===== src/rtl/dsq_pkg.sv =====
package dsq_pkg;

  typedef enum logic [2:0] {
    ST_IDLE,
    ST_AZ,
    ST_INT,
    ST_DEINT,
    ST_IZ
  } dsq_state_t;

  // Phase-select code driven on {A, B}
  localparam logic [1:0] AB_IZ    = 2'b00;
  localparam logic [1:0] AB_AZ    = 2'b01;
  localparam logic [1:0] AB_INT   = 2'b10;
  localparam logic [1:0] AB_DEINT = 2'b11;

  function automatic int dsq_max(input int a, input int b);
    return (a > b) ? a : b;
  endfunction

endpackage


===== src/rtl/dsq_sync.sv =====
module dsq_sync #(
  parameter int STAGES = 2
) (
  input  logic clk,
  input  logic rst_n,
  input  logic d_i,
  output logic lvl_o,
  output logic fall_o
);

  logic [STAGES-1:0] chain;
  logic              prev_q;

  for (genvar g = 0; g < STAGES; g++) begin : g_stage
    if (g == 0) begin : g_first
      always_ff @(posedge clk or negedge rst_n) begin
        if (!rst_n) chain[g] <= 1'b0;
        else        chain[g] <= d_i;
      end
    end else begin : g_next
      always_ff @(posedge clk or negedge rst_n) begin
        if (!rst_n) chain[g] <= 1'b0;
        else        chain[g] <= chain[g-1];
      end
    end
  end

  always_ff @(posedge clk or negedge rst_n) begin
    if (!rst_n) prev_q <= 1'b0;
    else        prev_q <= chain[STAGES-1];
  end

  assign lvl_o  = chain[STAGES-1];
  assign fall_o = prev_q & ~chain[STAGES-1];

endmodule


===== src/rtl/dsq_ctrl.sv =====
module dsq_ctrl import dsq_pkg::*; #(
  parameter int INT_CYCLES = 1000,
  parameter int AZ_CYCLES  = INT_CYCLES,
  parameter int CNT_W      = 11
) (
  input  logic             clk,
  input  logic             rst_n,
  input  logic             start_i,
  input  logic             cmp_lvl_i,
  input  logic             cmp_fall_i,
  output logic [1:0]       ab_o,
  output logic             busy_o,
  output logic             acc_o,
  output logic             smp_o,
  output logic             cap_o,
  output logic [CNT_W-1:0] cnt_o,
  output logic             ovr_o,
  output logic             fin_o,
  output logic             zto_o
);

  localparam int DEINT_MAX = 2 * INT_CYCLES;
  localparam int TMR_W     = $clog2(dsq_max(AZ_CYCLES, DEINT_MAX) + 1);

  dsq_state_t       st_q, st_d;
  logic [TMR_W-1:0] tmr_q, tmr_d;

  logic az_last, int_last, de_last, iz_last;
  assign az_last  = (tmr_q == TMR_W'(AZ_CYCLES - 1));
  assign int_last = (tmr_q == TMR_W'(INT_CYCLES - 1));
  assign de_last  = (tmr_q == TMR_W'(DEINT_MAX - 1));
  assign iz_last  = int_last;

  always_comb begin
    st_d  = st_q;
    tmr_d = tmr_q + TMR_W'(1);
    acc_o = 1'b0;
    smp_o = 1'b0;
    cap_o = 1'b0;
    ovr_o = 1'b0;
    fin_o = 1'b0;
    zto_o = 1'b0;
    cnt_o = CNT_W'(tmr_q);
    unique case (st_q)
      ST_IDLE: begin
        tmr_d = '0;
        if (start_i) begin
          acc_o = 1'b1;
          st_d  = ST_AZ;
        end
      end
      ST_AZ: begin
        if (az_last) begin
          st_d  = ST_INT;
          tmr_d = '0;
        end
      end
      ST_INT: begin
        if (int_last) begin
          smp_o = 1'b1;
          st_d  = ST_DEINT;
          tmr_d = '0;
        end
      end
      ST_DEINT: begin
        if (cmp_fall_i) begin
          cap_o = 1'b1;
          st_d  = ST_IZ;
          tmr_d = '0;
        end else if (de_last) begin
          cap_o = 1'b1;
          ovr_o = 1'b1;
          cnt_o = CNT_W'(DEINT_MAX);
          st_d  = ST_IZ;
          tmr_d = '0;
        end
      end
      ST_IZ: begin
        if (cmp_lvl_i) begin
          fin_o = 1'b1;
          st_d  = ST_IDLE;
          tmr_d = '0;
        end else if (iz_last) begin
          fin_o = 1'b1;
          zto_o = 1'b1;
          st_d  = ST_IDLE;
          tmr_d = '0;
        end
      end
      default: begin
        st_d  = ST_IDLE;
        tmr_d = '0;
      end
    endcase
  end

  always_ff @(posedge clk or negedge rst_n) begin
    if (!rst_n) begin
      st_q  <= ST_IDLE;
      tmr_q <= '0;
    end else begin
      st_q  <= st_d;
      tmr_q <= tmr_d;
    end
  end

  always_comb begin
    unique case (st_q)
      ST_INT:   ab_o = AB_INT;
      ST_DEINT: ab_o = AB_DEINT;
      ST_IZ:    ab_o = AB_IZ;
      default:  ab_o = AB_AZ;
    endcase
  end

  assign busy_o = (st_q != ST_IDLE);

  AST_IDLE_AB: assert property (@(posedge clk) disable iff (!rst_n)
    !busy_o |-> ab_o == AB_AZ);
  AST_IDLE_HOLD: assert property (@(posedge clk) disable iff (!rst_n)
    (st_q == ST_IDLE && !start_i) |=> !busy_o);
  AST_INT_NEXT: assert property (@(posedge clk) disable iff (!rst_n)
    (ab_o == AB_INT) |=> (ab_o == AB_INT || ab_o == AB_DEINT));
  AST_DEINT_NEXT: assert property (@(posedge clk) disable iff (!rst_n)
    (ab_o == AB_DEINT) |=> (ab_o == AB_DEINT || ab_o == AB_IZ));
  AST_IZ_NEXT: assert property (@(posedge clk) disable iff (!rst_n)
    (ab_o == AB_IZ) |=> (ab_o == AB_IZ || ab_o == AB_AZ));
  AST_DEINT_BOUND: assert property (@(posedge clk) disable iff (!rst_n)
    (st_q == ST_DEINT) |-> tmr_q < TMR_W'(DEINT_MAX));
  AST_IZ_RELEASE: assert property (@(posedge clk) disable iff (!rst_n)
    (st_q == ST_IZ && cmp_lvl_i) |=> (ab_o == AB_AZ && !busy_o));

endmodule


===== src/rtl/dsq_result.sv =====
module dsq_result #(
  parameter int CNT_W = 11
) (
  input  logic             clk,
  input  logic             rst_n,
  input  logic             clr_i,
  input  logic             smp_i,
  input  logic             cmp_lvl_i,
  input  logic             cap_i,
  input  logic [CNT_W-1:0] cnt_i,
  input  logic             ovr_i,
  input  logic             fin_i,
  input  logic             zto_i,
  output logic             done_o,
  output logic             sign_o,
  output logic [CNT_W-1:0] mag_o,
  output logic             ovr_o,
  output logic             zerr_o
);

  always_ff @(posedge clk or negedge rst_n) begin
    if (!rst_n) begin
      done_o <= 1'b0;
      sign_o <= 1'b0;
      mag_o  <= '0;
      ovr_o  <= 1'b0;
      zerr_o <= 1'b0;
    end else begin
      done_o <= fin_i;
      if (clr_i) begin
        sign_o <= 1'b0;
        mag_o  <= '0;
        ovr_o  <= 1'b0;
        zerr_o <= 1'b0;
      end else begin
        if (smp_i) sign_o <= cmp_lvl_i;
        if (cap_i) begin
          mag_o <= cnt_i;
          ovr_o <= ovr_i;
        end
        if (fin_i) zerr_o <= zto_i;
      end
    end
  end

  AST_DONE_ONE: assert property (@(posedge clk) disable iff (!rst_n)
    done_o |=> !done_o);
  AST_RESULT_HELD: assert property (@(posedge clk) disable iff (!rst_n)
    (!clr_i && !smp_i && !cap_i && !fin_i) |=>
      ($stable(mag_o) && $stable(sign_o) && $stable(ovr_o) && $stable(zerr_o)));

endmodule


===== src/rtl/dsq_top.sv =====
module dsq_top #(
  parameter int INT_CYCLES = 1000,
  parameter int AZ_CYCLES  = INT_CYCLES,
  localparam int MAG_W     = $clog2(2 * INT_CYCLES + 1)
) (
  input  logic             clk,
  input  logic             rst_n,
  input  logic             start_i,
  input  logic             cmp_i,
  output logic             phase_a_o,
  output logic             phase_b_o,
  output logic             busy_o,
  output logic             done_o,
  output logic             sign_o,
  output logic [MAG_W-1:0] mag_o,
  output logic             ovr_o,
  output logic             zerr_o
);

  logic             cmp_lvl, cmp_fall;
  logic [1:0]       ab;
  logic             acc, smp, cap, ovr_ev, fin, zto;
  logic [MAG_W-1:0] cnt;

  dsq_sync #(.STAGES(2)) u_sync (
    .clk    (clk),
    .rst_n  (rst_n),
    .d_i    (cmp_i),
    .lvl_o  (cmp_lvl),
    .fall_o (cmp_fall)
  );

  dsq_ctrl #(
    .INT_CYCLES (INT_CYCLES),
    .AZ_CYCLES  (AZ_CYCLES),
    .CNT_W      (MAG_W)
  ) u_ctrl (
    .clk        (clk),
    .rst_n      (rst_n),
    .start_i    (start_i),
    .cmp_lvl_i  (cmp_lvl),
    .cmp_fall_i (cmp_fall),
    .ab_o       (ab),
    .busy_o     (busy_o),
    .acc_o      (acc),
    .smp_o      (smp),
    .cap_o      (cap),
    .cnt_o      (cnt),
    .ovr_o      (ovr_ev),
    .fin_o      (fin),
    .zto_o      (zto)
  );

  dsq_result #(.CNT_W(MAG_W)) u_res (
    .clk       (clk),
    .rst_n     (rst_n),
    .clr_i     (acc),
    .smp_i     (smp),
    .cmp_lvl_i (cmp_lvl),
    .cap_i     (cap),
    .cnt_i     (cnt),
    .ovr_i     (ovr_ev),
    .fin_i     (fin),
    .zto_i     (zto),
    .done_o    (done_o),
    .sign_o    (sign_o),
    .mag_o     (mag_o),
    .ovr_o     (ovr_o),
    .zerr_o    (zerr_o)
  );

  assign phase_a_o = ab[1];
  assign phase_b_o = ab[0];

endmodule


===== config.mk =====
export PLATFORM = sky130hd
export DESIGN_NAME = dsq_top
export DESIGN_NICKNAME = d
export VERILOG_FILES = /design/src/rtl/dsq_pkg.sv /design/src/rtl/dsq_sync.sv /design/src/rtl/dsq_ctrl.sv /design/src/rtl/dsq_result.sv /design/src/rtl/dsq_top.sv
export SDC_FILE = /design/constraint.sdc
export NUM_CORES = 1
export LEC_CHECK = 0
export ABC_AREA = 1
export BUFFER_PORTS_ARGS = -buffer_cell sky130_fd_sc_hd__buf_2
export CORE_MARGIN = 1
export CORE_UTILIZATION = 56
export DETAILED_ROUTE_END_ITERATION = 8
export PLACE_DENSITY = 0.79
export SLEW_MARGIN = 0
export SYNTH_ARGS = -nofsm -noshare
export SYNTH_HDL_FRONTEND = slang
export SYNTH_SLANG_ARGS = --single-unit

===== constraint.sdc =====
create_clock -name clk -period 1.8 [get_ports clk]
set_input_delay 0.18 -clock clk [delete_from_list [all_inputs] [get_ports clk]]
set_output_delay 0.18 -clock clk [all_outputs]
set_load 0.01 [all_outputs]

## Word-level counts from Yosys, hierarchy flattened

Cells that the tools add are included.

- Register bits after elaboration: 32
- Latch bits: 0
- Memory bits (writable): 0
- ROM bits: 0
- Input port bits: 4
- Output and inout bits: 18
- Logic and storage cells: 69
- Memories kept: 0

- $add $sub $neg: 1
- Multiply operators: 0
- Div/mod/pow operators: 0
- Order comparisons: 0
- Eq/ne operators: 11
- Shifts and indexed selects: 0
- Mux-type cells: 38
- Bitwise operators: 2
- Reductions and logical operators: 7

Operators with widths:

| operator | number |
|---|---|
| 11-bit 2-to-1 mux | 9 |
| 11-bit one-hot mux with 3 select lines | 1 |
| 3-bit 2-to-1 mux | 7 |
| 1-bit 2-to-1 mux | 19 |
| 3-bit one-hot mux with 5 select lines | 1 |
| 11-bit by 1-bit adder with 11-bit output, second input constant | 1 |
| 11-bit by 10-bit == test with 1-bit output, second input constant | 1 |
| 11-bit == test, second input constant | 1 |
| 3-bit by 2-bit == test with 1-bit output, second input constant | 2 |
| 3-bit by 2-bit inequality test with 1-bit output, second input constant | 2 |
| 2-bit one-hot mux with 3 select lines | 1 |
| 2-bit nonzero test | 3 |
| 5-bit AND reduction | 1 |
| 2-bit by 1-bit inequality test with 1-bit output, second input constant | 2 |
| 3-bit by 1-bit == test with 1-bit output, second input constant | 1 |
| 3-bit == test, second input constant | 1 |
| 3-bit logical NOT | 1 |
| 3-bit nonzero test | 1 |
| 2-bit inequality test, second input constant | 1 |
| 2-bit OR reduction | 1 |
| 1-bit bitwise AND | 1 |
| 1-bit NOT | 1 |

## Depth between registers and ports, before layout

Gate-level depths: netlist of run 1.

- Depth in word-level cells: 6
- Mapped depth: 9
- Gate-level depth less buffers: 9

## Cells and area by module

From an unflattened synthesis of run 1, not the netlist that was laid out.

- Cells, all modules: 203
- Area, all modules: 1677.9 um^2

By module, submodules not included:

| module | instances | cells each | area an instance (um^2) | sequential area each (um^2) |
|---|---|---|---|---|
| dsq_ctrl | 1 | 134 | 984.7 | 350.3 |
| dsq_result | 1 | 64 | 608.1 | 375.4 |
| dsq_sync | 1 | 5 | 85.1 | 75.1 |

## Worst setup path after synthesis of run 1

Ideal clock, no wire load.

- Path type: reg-to-reg
- Start point: register u_ctrl.tmr_q[0]
- End point: register u_ctrl.tmr_q[8]
- Setup time: 0.118 ns
- Arrival: 1.279 ns
- Required time: 1.682 ns
- Path slack: 0.403 ns
- Cell stages (with the launch flop): 10
- Buffers on the path: 1
- Clock period less this slack: 1.397 ns
- Path through: dfrtp_1 > ha_1 > nand2_2 > nor2_4 > nand3_2 > nand3_1 > nand2_1 > inv_2 > buf_6 > nor2_1

- Word-level cells in the longest chain between the ends: 4
- Elaborated cells between the ends (all ways): 8
- Those cells by class: add/sub: 1; eq/ne: 2; mux: 5

Ends and longest elaborated chain:

| element | line | text |
|---|---|---|
| start, declared | dsq_ctrl.sv:26 | `logic [TMR_W-1:0] tmr_q, tmr_d;` |
| start signal, assigned | dsq_ctrl.sv:103 | `tmr_q <= tmr_d;` |
| 11-bit by 1-bit adder with 11-bit output, or another cell as far along | dsq_ctrl.sv:36 | `tmr_d = tmr_q + TMR_W'(1);` |
| 11-bit 2-to-1 mux, on equally long branches | - |  |
| 11-bit 2-to-1 mux, on equally long branches | dsq_ctrl.sv:79, dsq_ctrl.sv:66 |  |
| 11-bit one-hot mux with 3 select lines (*) | dsq_ctrl.sv:44 | `unique case (st_q)` |
| named net u_ctrl.tmr_d[8] | dsq_ctrl.sv:26 |  |

The timed path passes the listed nets; every way through them passes the cells marked *.
A chain may end at the register's enable or synchronous reset.

## Worst setup path in the final report of run 1

- Start point: register u_ctrl.tmr_q[0]
- End point: register u_ctrl.tmr_q[10]

The elaborated chain is that of the path after synthesis.

==> metrics.cfg, run 1 <==
[route]
drt_wl_total_um=3050
first_pass_iters=5
viasPerCell=5.26
first_iter_violations=40
antenna_left=0
num_vias=1299
wire_per_inst_um=12.4
drcViolationCount=0

[timing]
tightestPinTransition_ns=0.674
drv_slew=0
setup_viol=0
hold_violations=0
whs_ns=0.245
min_period_ns=1.61
clock-skew-final_ns=0.00577
rsz0062_at_grt=no
slew_headroom=0.550
max_freq_ghz=0.621
fin_setup_tns_ns=0
post-route-period-util=0.895

[grt]
antenna_found_initial=0
gr-total-overflow=0
first_global_vias=1182
track_usage=0.247
grt_max_degree=33
grt_pass1_wl_um=5060

[clock_tree]
clock_sinks=32
clk_pin_slew_ns=0.09
numCtsBuffers=5
cts_tree=done
htreeDepth=2
clock_latency_ns=0.33
post_cts_resized=0
cts_root_buffer=clkbuf_4
clock_path_buffers=2

[yosys]
synth_cell_types=23
synth_compound_area_frac=0.0461
synth_top_family_by_area=simple AND/OR/NAND/NOR gates
ys_seq_elements=32
seq_area_frac_synth=0.509
synth_top_cell_area_share=0.509
synth_fa_ha_area_frac=0.00796
syn_inst=190
synthesis.nets=195
yosys.area_share.simple=0.320
ys_warn_count=0
syn_avg_cell_area_um2=8.28
syn_area_um2=1570
synth_top_area_cell=dfrtp_1
synth_xor_area_frac=0.0390
synthMuxAreaShare=0
ys_top_cells_by_area=dfrtp_1, nand2_1, nor2_1, nand3_1, inv_1

[floorplanning]
rows=18
die_h_um=55.0
dieArea_um2=3020
io_pins=22
coreArea_um2=2570
start_util=0.613
dieWidth_um=55.0

[layout]
final_cell_mix=nand2_1, dfrtp_1, nor2_1
final_common_cell=nand2_1
drive_above_1_share=0.189
syn_to_final_growth_pct=11.7
diodes=0
num-nets-final=222

[power]
total_leakage_power_nw=0.946
sequentialPowerShare=0.650
swShare=0.217
powerDensity_nw_per_um2=634
finalPower_mw=1.11
irDropWorstVdd_mv=0.592
p_int_mw=0.872
switchingPower_mw=0.241
comb_power_share=0.022
power.share.clock=0.328

[placement]
portBuffers=21
hpwl_um=2210
globalplace.congestion=0.854

[critical_path]
path_class=reg -> reg
worstPathArrival_ns=1.83
slowest_delay_ns=0.44
crit_chain=ha_1 > nand2_2 > nor2_4 > nand3_2 > nand3_1 > nand2_1 > inv_2 > nor2_1
crit_path_max_fanout=11
crit_path_end_kind=register
critPathBufInv=1
crit_family=simple AND/OR/NAND/NOR gates
cpMaxStageDelayCell=dfrtp_1
worstPathRequired_ns=2.02
cp-start-kind=register

[run_status]
outcome=completed

[flow_run]
maxCapViolCount=0

[worst_hold_path]
hold_path_class=in -> reg

-- metrics by stage --
step                      instances   util  instance area, µm²  setup slack [ns]
after floorplan                 190      -                1570             0.403
after global placement          238  0.658                1690             0.318
after detailed placement        238  0.658                1690             0.208
after CTS                       247  0.684                1760             0.189
after global routing            247  0.684                1760            0.0197
final                           247  0.684                1760             0.189
-- cells by family (layout without fill, tap and decap cells) --
group	after synthesis	after routing
compound gates	13	13
xor+xnor	7	7
fa+ha+maj	1	1
buf+inv	28	55
flops	32	32
simple gates	109	109
-- metal layers --
layer / track usage / routed length, µm / vias to the layer above
met4: 0.108 / 39 / 0
met5: 0 / 0 / -
met2: 0.402 / 1470 / 42
li1: - / - / 654
met3: 0.0956 / 167 / 5
met1: 0.289 / 1370 / 598
-- cell type report --
type                    instances  area (µm²)
clock buffers                   6        41.3
clock inverters                 1        5.00
fillers                       219         811
inverters                      24        90.1
multi-input cells             130         649
flip-flops and latches         32         801
well taps                      30        37.5
repair buffers                 24         133
-- repair_timing --
action                     CTS  global route
hold buffers                 2             0
setup buffers                0             0
hold endpoints to repair    33             0
setup endpoints to repair    0             0
-- path summary, 6_finish.rpt --
kind                            startpoint                to  slack [ns]  cells after the start
max in group asynchronous            rst_n    u_ctrl.st_q[1]        0.94                      2
hold reg to reg            u_sync.chain[0]      u_sync.lvl_o        0.35                      0
setup reg to reg           u_ctrl.tmr_q[0]  u_ctrl.tmr_q[10]        0.19                      8
setup / recovery           u_ctrl.tmr_q[0]  u_ctrl.tmr_q[10]        0.19                      8
min in group asynchronous            rst_n    u_res.mag_o[7]        0.42                      2
hold / removal                     start_i    u_ctrl.st_q[1]        0.24                      4
-- worst register-to-register path: cells and delay by family (launching register included) --
family / cells / cell delay [ns]
buffers and inverters: 1 / 0.18
adder cells (fa/ha/maj): 1 / 0.23
AND/OR/NAND/NOR: 6 / 0.65
flip-flops: 1 / 0.44
-- state kept, by name (all words and copies together), names as in the netlist --
| register | flops |
|---|---|
| u_res.sign_o | 1 |
| u_sync.chain | 1 |
| u_res.ovr_o | 1 |
| u_sync.prev_q | 1 |
| u_sync.lvl_o | 1 |
| u_res.mag_o | 11 |
| u_ctrl.tmr_q | 11 |
| u_res.zerr_o | 1 |
| u_res.done_o | 1 |
| u_ctrl.st_q | 3 |
-- cell usage after synthesis --
master	instances
nand2_1	43
dfrtp_1	32
nor2_1	29
inv_1	23
nand3_1	21
o21ai_0	9
xor2_1	6
nand4_1	4
nand2_2	3
nor2_4	3
a21oi_1	2
buf_2	2
buf_6	2
nor3_1	2
a21oi_2	1
ha_1	1
inv_2	1
nand2_4	1
nand3_2	1
nand4_2	1
o21ai_2	1
or2_2	1
xnor2_1	1
-- power groups by stage --
stage	registers, mW	clock network [mW]	logic (mW)
after global routing	0.724	0.406	0.0298
after global placement	0.737	0	0.0224
after CTS	0.723	0.376	0.0265
final	0.723	0.365	0.0249
after floorplan	0.737	0	0.00491
after detailed placement	0.737	0	0.0229
(Power assumes the default switching activity.)
==> run 2: changes to the inputs <==
--- a/config.mk
+++ b/config.mk
@@ -8,9 +8,9 @@
 export ABC_AREA = 1
 export BUFFER_PORTS_ARGS = -buffer_cell sky130_fd_sc_hd__buf_2
 export CORE_MARGIN = 1
-export CORE_UTILIZATION = 56
+export CORE_UTILIZATION = 50
 export DETAILED_ROUTE_END_ITERATION = 8
-export PLACE_DENSITY = 0.79
+export PLACE_DENSITY = 0.72
 export SLEW_MARGIN = 0
 export SYNTH_ARGS = -nofsm -noshare
 export SYNTH_HDL_FRONTEND = slang
==> constraint.sdc (replaced) <==
create_clock -name clk -period 1.5 [get_ports clk]
set_input_delay 0.15 -clock clk [delete_from_list [all_inputs] [get_ports clk]]
set_output_delay 0.15 -clock clk [all_outputs]
set_load 0.01 [all_outputs]
==> run 2 against run 1 <==
- fmax up 8.2%
- cell area up 11%
- combinational power up 32%
- core utilization down 0.87 points
- first-iteration DRC count up 50%
- clock skew up 0.0058 ns
- setup slack worse by 0.18 ns
- sequential power up 20%
- via count up 5.1%
- largest power group unchanged
- highest routed layer unchanged
==> metrics.cfg, run 2 (same netlist as run 1, synthesis figures left out) <==
[layout]
diodes=0  ; unchanged
syn_to_final_growth_pct=23.5
largestRegisters=u_ctrl.tmr_q: 11 flops, u_res.mag_o: 11 flops, u_ctrl.st_q: 3 flops
drive_above_1_share=0.297  ; +0.108
final_cell_mix=nand2_1, dfrtp_1, nor2_1
final_area_um2=1940  ; +11%
final_common_cell=nand2_1
num-nets-final=233  ; +5.0%

[timing]
rsz0062_at_grt=yes
setup_viol=0  ; unchanged
max_freq_ghz=0.671  ; +8.2%
clock-skew-final_ns=0.0116  ; +0.00584 ns
hold_violations=0  ; unchanged
min_period_ns=1.49  ; -0.121 ns
slew_headroom=0.540  ; -0.0106
tightestPinTransition_ns=0.690  ; +0.0159 ns
drv_slew=0  ; unchanged
post-route-period-util=0.993  ; +0.0980
fin_setup_tns_ns=0  ; unchanged

[route]
wire_per_inst_um=12.8  ; +3.2%
drcViolationCount=0  ; unchanged
first_iter_violations=60  ; +50%
num_vias=1365  ; +5.1%
viasPerCell=5.04  ; -4.2%
antenna_left=0  ; unchanged
first_pass_iters=5  ; unchanged
drt_wl_total_um=3460  ; +13%

[power]
switchingPower_mw=0.321  ; +33%
swShare=0.227  ; +0.00979
powerDensity_nw_per_um2=730  ; +15%
p_int_mw=1.10  ; +26%
comb_power_share=0.023  ; about the same
sequentialPowerShare=0.612  ; -0.038
irDropWorstVdd_mv=0.630  ; +6.5%
finalPower_mw=1.42  ; +27%
power.share.clock=0.365  ; +0.037
total_leakage_power_nw=1.01  ; +6.6%

[clock_tree]
cts_root_buffer=clkbuf_4
htreeDepth=2  ; unchanged
clk_pin_slew_ns=0.10  ; about the same
clock_latency_ns=0.34  ; about the same
numCtsBuffers=5  ; unchanged
clock_path_buffers=2  ; unchanged
clock_sinks=32  ; unchanged
cts_tree=done

[floorplanning]
dieArea_um2=3370  ; +12%
dieWidth_um=58.1  ; +5.6%
die_h_um=58.1  ; +5.6%
io_pins=22  ; unchanged
start_util=0.547  ; -0.0658
coreArea_um2=2880  ; +12%
rows=19  ; +1

[critical_path]
crit_family=simple AND/OR/NAND/NOR gates
crit_chain=buf_4 > nor2_4 > nand3_2 > nand2_4 > clkinvlp_4 > nor2_1
worstPathArrival_ns=1.76  ; -0.07 ns
crit_path_max_fanout=5  ; -6
cpMaxStageDelayCell=dfrtp_2
worstPathRequired_ns=1.77  ; -0.25 ns
critPathBufInv=2  ; +1
cp-start-kind=register
crit_path_end_kind=register
path_class=reg -> reg
slowest_delay_ns=0.45  ; about the same

[grt]
first_global_vias=1206  ; +2.0%
grt_max_degree=33  ; unchanged
antenna_found_initial=0  ; unchanged
track_usage=0.206  ; -0.0418
grt_pass1_wl_um=5180  ; +2.3%
gr-total-overflow=0  ; unchanged

[placement]
portBuffers=21  ; unchanged
hpwl_um=2160  ; -2.4%
placed_cell_area_um2=1740  ; +2.7%
globalplace.congestion=0.819  ; -4.1%

[worst_hold_path]
hold_path_class=in -> reg

[run_status]
outcome=completed

[flow_run]
maxCapViolCount=0  ; unchanged

[run 2: worst reg2reg max path, cell delays in order, from the launching register on]
cell and delay, ns:
dfrtp_2 0.45, buf_4 0.16, nor2_4 0.23, nand3_2 0.18
nand2_4 0.14, clkinvlp_4 0.14, nor2_1 0.11
[run 2: power by group through the flow]
stage          combinational [mW]  sequential, mW  clock [mW]
6_report                   0.0329           0.868       0.518
5_1_grt                    0.0383           0.868       0.569
4_1_cts                    0.0318           0.868       0.524
3_5_place_dp               0.0278           0.885           0
3_3_place_gp               0.0273           0.885           0
2_1_floorplan             0.00589           0.885           0
[run 2: area by class of cell]
class                           count  area (µm²)
Sequential cell                    32         803
Timing Repair inverter              1        7.51
Fill cell                         243         933
Timing Repair Buffer               34         208
Inverter                           24        92.6
Tap cell                           42        52.6
Multi-Input combinational cell    130         718
Clock buffer                        6        51.3
Clock inverter                      2        10.0
[run 2: path summary, 6_finish.rpt]
| path | slack, ns | endpoint | cells after the start | from |
|---|---|---|---|---|
| worst min register to register | 0.37 | u_sync.lvl_o | 0 | u_sync.chain[0] |
| worst max register to register | 0.01 | u_ctrl.tmr_q[0] | 6 | u_ctrl.st_q[2] |
| min in group asynchronous | 0.38 | u_ctrl.tmr_q[7] | 2 | rst_n |
| worst min-delay path | 0.18 | u_ctrl.st_q[1] | 4 | start_i |
| max in group asynchronous | 0.64 | u_ctrl.tmr_q[4] | 2 | rst_n |
| worst max-delay path | 0.01 | u_ctrl.tmr_q[0] | 6 | u_ctrl.st_q[2] |
[run 2: stage by stage]
step / utilization / setup WS (ns) / hold WS (ns) / instances
4_1_cts: 0.633 / 0.0115 / 0.181 / 264
6_report: 0.676 / 0.0108 / 0.185 / 271
5_1_grt: 0.676 / -0.123 / 0.218 / 271
3_3_place_gp: 0.603 / 0.0632 / 0.229 / 254
2_1_floorplan: - / 0.103 / -0.146 / 190
3_5_place_dp: 0.603 / 0.0241 / 0.236 / 254
[run 2: routing by layer]
layer / wire (µm) / global-route usage
met2: 1730 / 0.323
met5: 0 / 0
met3: 214 / 0.0737
met1: 1450 / 0.266
met4: 58 / 0.0646
[run 2: timing repair]
item / in CTS / in global routing
gates cloned: 0 / 1
endpoints found under the setup margin: 1 / 23
endpoints found under the hold margin: 33 / 0
gates resized for setup: 2 / 19
setup buffers: 0 / 6
pin swaps: 0 / 4
hold buffers: 2 / 0
==> run 3: changes to the inputs <==
--- a/config.mk
+++ b/config.mk
@@ -10,8 +10,9 @@
 export CORE_MARGIN = 1
 export CORE_UTILIZATION = 50
 export DETAILED_ROUTE_END_ITERATION = 8
-export PLACE_DENSITY = 0.72
+export PLACE_DENSITY = 0.74
 export SLEW_MARGIN = 0
 export SYNTH_ARGS = -nofsm -noshare
 export SYNTH_HDL_FRONTEND = slang
+export SYNTH_HIERARCHICAL = 1
 export SYNTH_SLANG_ARGS = --single-unit
==> constraint.sdc (replaced) <==
create_clock -name clk -period 1.3 [get_ports clk]
set_input_delay 0.13 -clock clk [delete_from_list [all_inputs] [get_ports clk]]
set_output_delay 0.13 -clock clk [all_outputs]
set_load 0.01 [all_outputs]
==> run 3 against run 2 <==
- the run now ends with negative setup slack left
- register-to-register slack lost 0.19 ns
- clock-buffer cell count up 1
- cell area rose by 26%
- total power rose to 3.0 times the previous value
- die area increased by 6.5%
- fmax increased by 1.0%
- hold slack improved by 0.040 ns
- critical path type unchanged
- sequential power up 45%
- synthesized cell count up 6.8%
==> metrics.cfg, run 3 <==
[run_status]
outcome=finished with violations
violations=negative setup slack

[route]
drcViolationCount=0  ; unchanged
first_pass_iters=4  ; -1
viasPerCell=5.17  ; +2.7%
wire_per_inst_um=14.5  ; +14%
antenna_left=0  ; unchanged
num_vias=1572  ; +15%
drt_wl_total_um=4420  ; +28%
first_iter_violations=97  ; +62%

[power]
power.share.clock=0.147  ; -0.218
total_leakage_power_nw=1.23  ; +22%
sequentialPowerShare=0.297  ; -0.315
irDropWorstVdd_mv=0.944  ; +50%
swShare=0.444  ; +0.218
switchingPower_mw=1.89  ; +490%
comb_power_share=0.557  ; +0.534
finalPower_mw=4.26  ; +200%
powerDensity_nw_per_um2=1730  ; +140%
p_int_mw=2.37  ; +120%

[layout]
instances_no_fill=304  ; +12%
syn_to_final_growth_pct=46.5
num-nets-final=265  ; +14%
drive_above_1_share=0.515  ; +0.218
diodes=0  ; unchanged
largestRegisters=u_ctrl/tmr_q: 11 flops, u_res/mag_o: 11 flops, u_ctrl/st_q: 3 flops
multi_input_area_um2=950  ; +32%
final_cell_mix=nand2_1, dfrtp_1, buf_4
ff_latch_area_um2=803  ; unchanged
fillers=189  ; -22%
final_common_cell=nand2_1

[critical_path]
crit_path_max_fanout=5  ; unchanged
reg2reg_depth=9  ; +3
startpoint=u_ctrl/tmr_q[1]
rr_startpoint=u_ctrl/tmr_q[1]
endpoint=u_res/mag_o[2]
cp_common_cell=nor2_4
crit_path_end_kind=register
worstPathRequired_ns=1.54  ; -0.23 ns
path_class=reg -> reg
crit_chain=ha_4 > nand2_4 > nor2_4 > buf_6 > nand4_1 > nor2_4 > nor2_1 > nand3_1 > nand2_1
cp-start-kind=register
r2r-end=u_res/mag_o[2]
slowest_delay_ns=0.40  ; -0.05 ns
regToRegSetupSlack_ns=-0.17  ; -0.19 ns
cpMaxStageDelayCell=dfrtp_1
worstPathArrival_ns=1.71  ; -0.05 ns

[timing]
min_period_ns=1.47  ; -0.0150 ns
whs_ns=0.225  ; +0.0399 ns
setup_viol=30  ; +30
rsz0062_at_grt=yes
setup_slack_ns=-0.174  ; -0.185 ns
post-route-period-util=1.13  ; +0.141
drv_slew=0  ; unchanged
slew_headroom=0.755  ; +0.215
clock-skew-final_ns=0.00283  ; -0.00877 ns
fin_setup_tns_ns=-3.52  ; -3.52 ns
hold_violations=0  ; unchanged
max_freq_ghz=0.678  ; +1.0%
tightestPinTransition_ns=0.368  ; -0.322 ns

[floorplanning]
rows=20  ; +1
coreArea_um2=3130  ; +8.7%
io_pins=22  ; unchanged
dieWidth_um=59.9  ; +3.2%
dieArea_um2=3590  ; +6.5%
start_util=0.536  ; -0.0104
die_h_um=59.9  ; +3.2%

[grt]
track_usage=0.262  ; +0.0567
grt_max_degree=20  ; -39%
antenna_found_initial=0  ; unchanged
first_global_vias=1454  ; +21%
grt_pass1_wl_um=6660  ; +29%
gr-total-overflow=0  ; unchanged

[flow_run]
maxCapViolCount=0  ; unchanged

[yosys]
syn_avg_cell_area_um2=8.27  ; -0.15%
syn_area_um2=1680  ; +6.7%
ys_seq_elements=32  ; unchanged
synth_commonest_cells=nand2_1, dfrtp_1, nor2_1, inv_1, nand3_1
synthFlopType=dfrtp_1
synth_top_cell_area_share=0.477  ; -0.0319
syn_inst=203  ; +6.8%
ys_async_sr_fraction=1.00  ; unchanged
synth_cell_types=27  ; +17%
synth_top_area_cell=dfrtp_1
seq_area_frac_synth=0.477  ; -0.0319
ys_top_cells_by_area=dfrtp_1, nand2_1, nor2_1, nand3_1, inv_1
yosysMostFrequentCell=nand2_1
synth_edf_count=0  ; unchanged
ys_warn_count=6  ; +6
synthesis.nets=208  ; +6.7%

[clock_tree]
numCtsBuffers=5  ; unchanged
htreeDepth=2  ; unchanged
cts_root_buffer=clkbuf_4
clock_path_buffers=2  ; unchanged
cts_tree=done
clock_latency_ns=0.34  ; about the same
clk_pin_slew_ns=0.09  ; about the same
clock_sinks=32  ; unchanged

[placement]
dp_cells=282  ; +11%
hpwl_um=2580  ; +20%
globalplace.congestion=0.849  ; +3.7%
portBuffers=21  ; unchanged
dpl_worst_slack_ns=-0.258  ; -0.282 ns

[worst_hold_path]
hold_path_class=in -> async

[run 3: cell types whose count changed after synthesis, sizes merged, moves of 2 or more]
cell | before | now
a21oi | 3 | 1
clkbuf | 0 | 7
nand2 | 47 | 60
nor2 | 32 | 34
o21ai | 10 | 1
[run 3: metrics by stage]
stage | util | cell area [µm²]
2_1_floorplan | - | 1700
3_3_place_gp | 0.637 | 1990
3_5_place_dp | 0.637 | 1990
4_1_cts | 0.748 | 2340
5_1_grt | 0.786 | 2460
6_report | 0.786 | 2460
[run 3: layer usage]
metal / up-vias / share of wire / global-route usage / routed length (µm)
met5: - / 0 / 0 / 0
met1: 752 / 0.42 / 0.314 / 1850
li1: 741 / - / - / -
met3: 18 / 0.050 / 0.0779 / 221
met2: 61 / 0.49 / 0.411 / 2180
met4: 0 / 0.038 / 0.163 / 167
[run 3: logic make-up after synthesis]
| logic type | count (synthesis) | synth area share |
|---|---|---|
| DFF | 32 | 0.477 |
| xor gates and xnor gates | 7 | 0.0365 |
| adders and majority gates | 1 | 0.00746 |
| AOI/OAI and AO/OA | 3 | 0.0127 |
| buffers and inverters | 35 | 0.0947 |
| and+or+nand+nor | 125 | 0.371 |
[run 3: power by group through the flow]
stage | logic, mW | clock network [mW] | registers, mW
floorplan | 0.982 | 0 | 1.25
global placement | 1.35 | 0 | 1.23
detailed placement | 1.37 | 0 | 1.24
CTS | 1.94 | 0.642 | 1.25
global route | 2.54 | 0.688 | 1.28
finish | 2.37 | 0.625 | 1.26
[run 3: cell type report]
cell class,count,share of cell area
sequential,32,0.327
timing repair inverter,1,0.00458
clock buffer,7,0.0265
multi-input combinational,137,0.386
inverter,25,0.0474
tap,44,0.0224
timing repair buffer,58,0.186
[run 3: worst max-delay path, delay by kind of cell (launching register included)]
kind | cells | cell delay (ns)
adder cells (fa/ha/maj) | 1 | 0.17
buffers and inverters | 1 | 0.10
flip-flops | 1 | 0.40
AND/OR/NAND/NOR | 7 | 0.71
[run 3: how the worst min path moves through the flow]
| stage | startpoint | endpoint | slack (ns) | depth (start not counted) |
|---|---|---|---|---|
| detailed placement | rst_n | u_ctrl/tmr_q[8] | 0.06 | 1 |
| CTS | rst_n | u_ctrl/tmr_q[4] | 0.22 | 2 |
| global placement | rst_n | u_ctrl/tmr_q[0] | 0.06 | 1 |
| floorplan | rst_n | u_ctrl/st_q[0] | -0.17 | 0 |
| global route | rst_n | u_ctrl/tmr_q[0] | 0.25 | 2 |
| finish | rst_n | u_ctrl/tmr_q[8] | 0.22 | 2 |
[run 3: repair_timing]
item,in CTS,in global routing
pin swaps,27,11
cloned,3,0
hold buffers,2,0
resized for setup,49,29
endpoints found under the hold margin,33,0
setup endpoints to repair,31,30
setup buffers,8,3
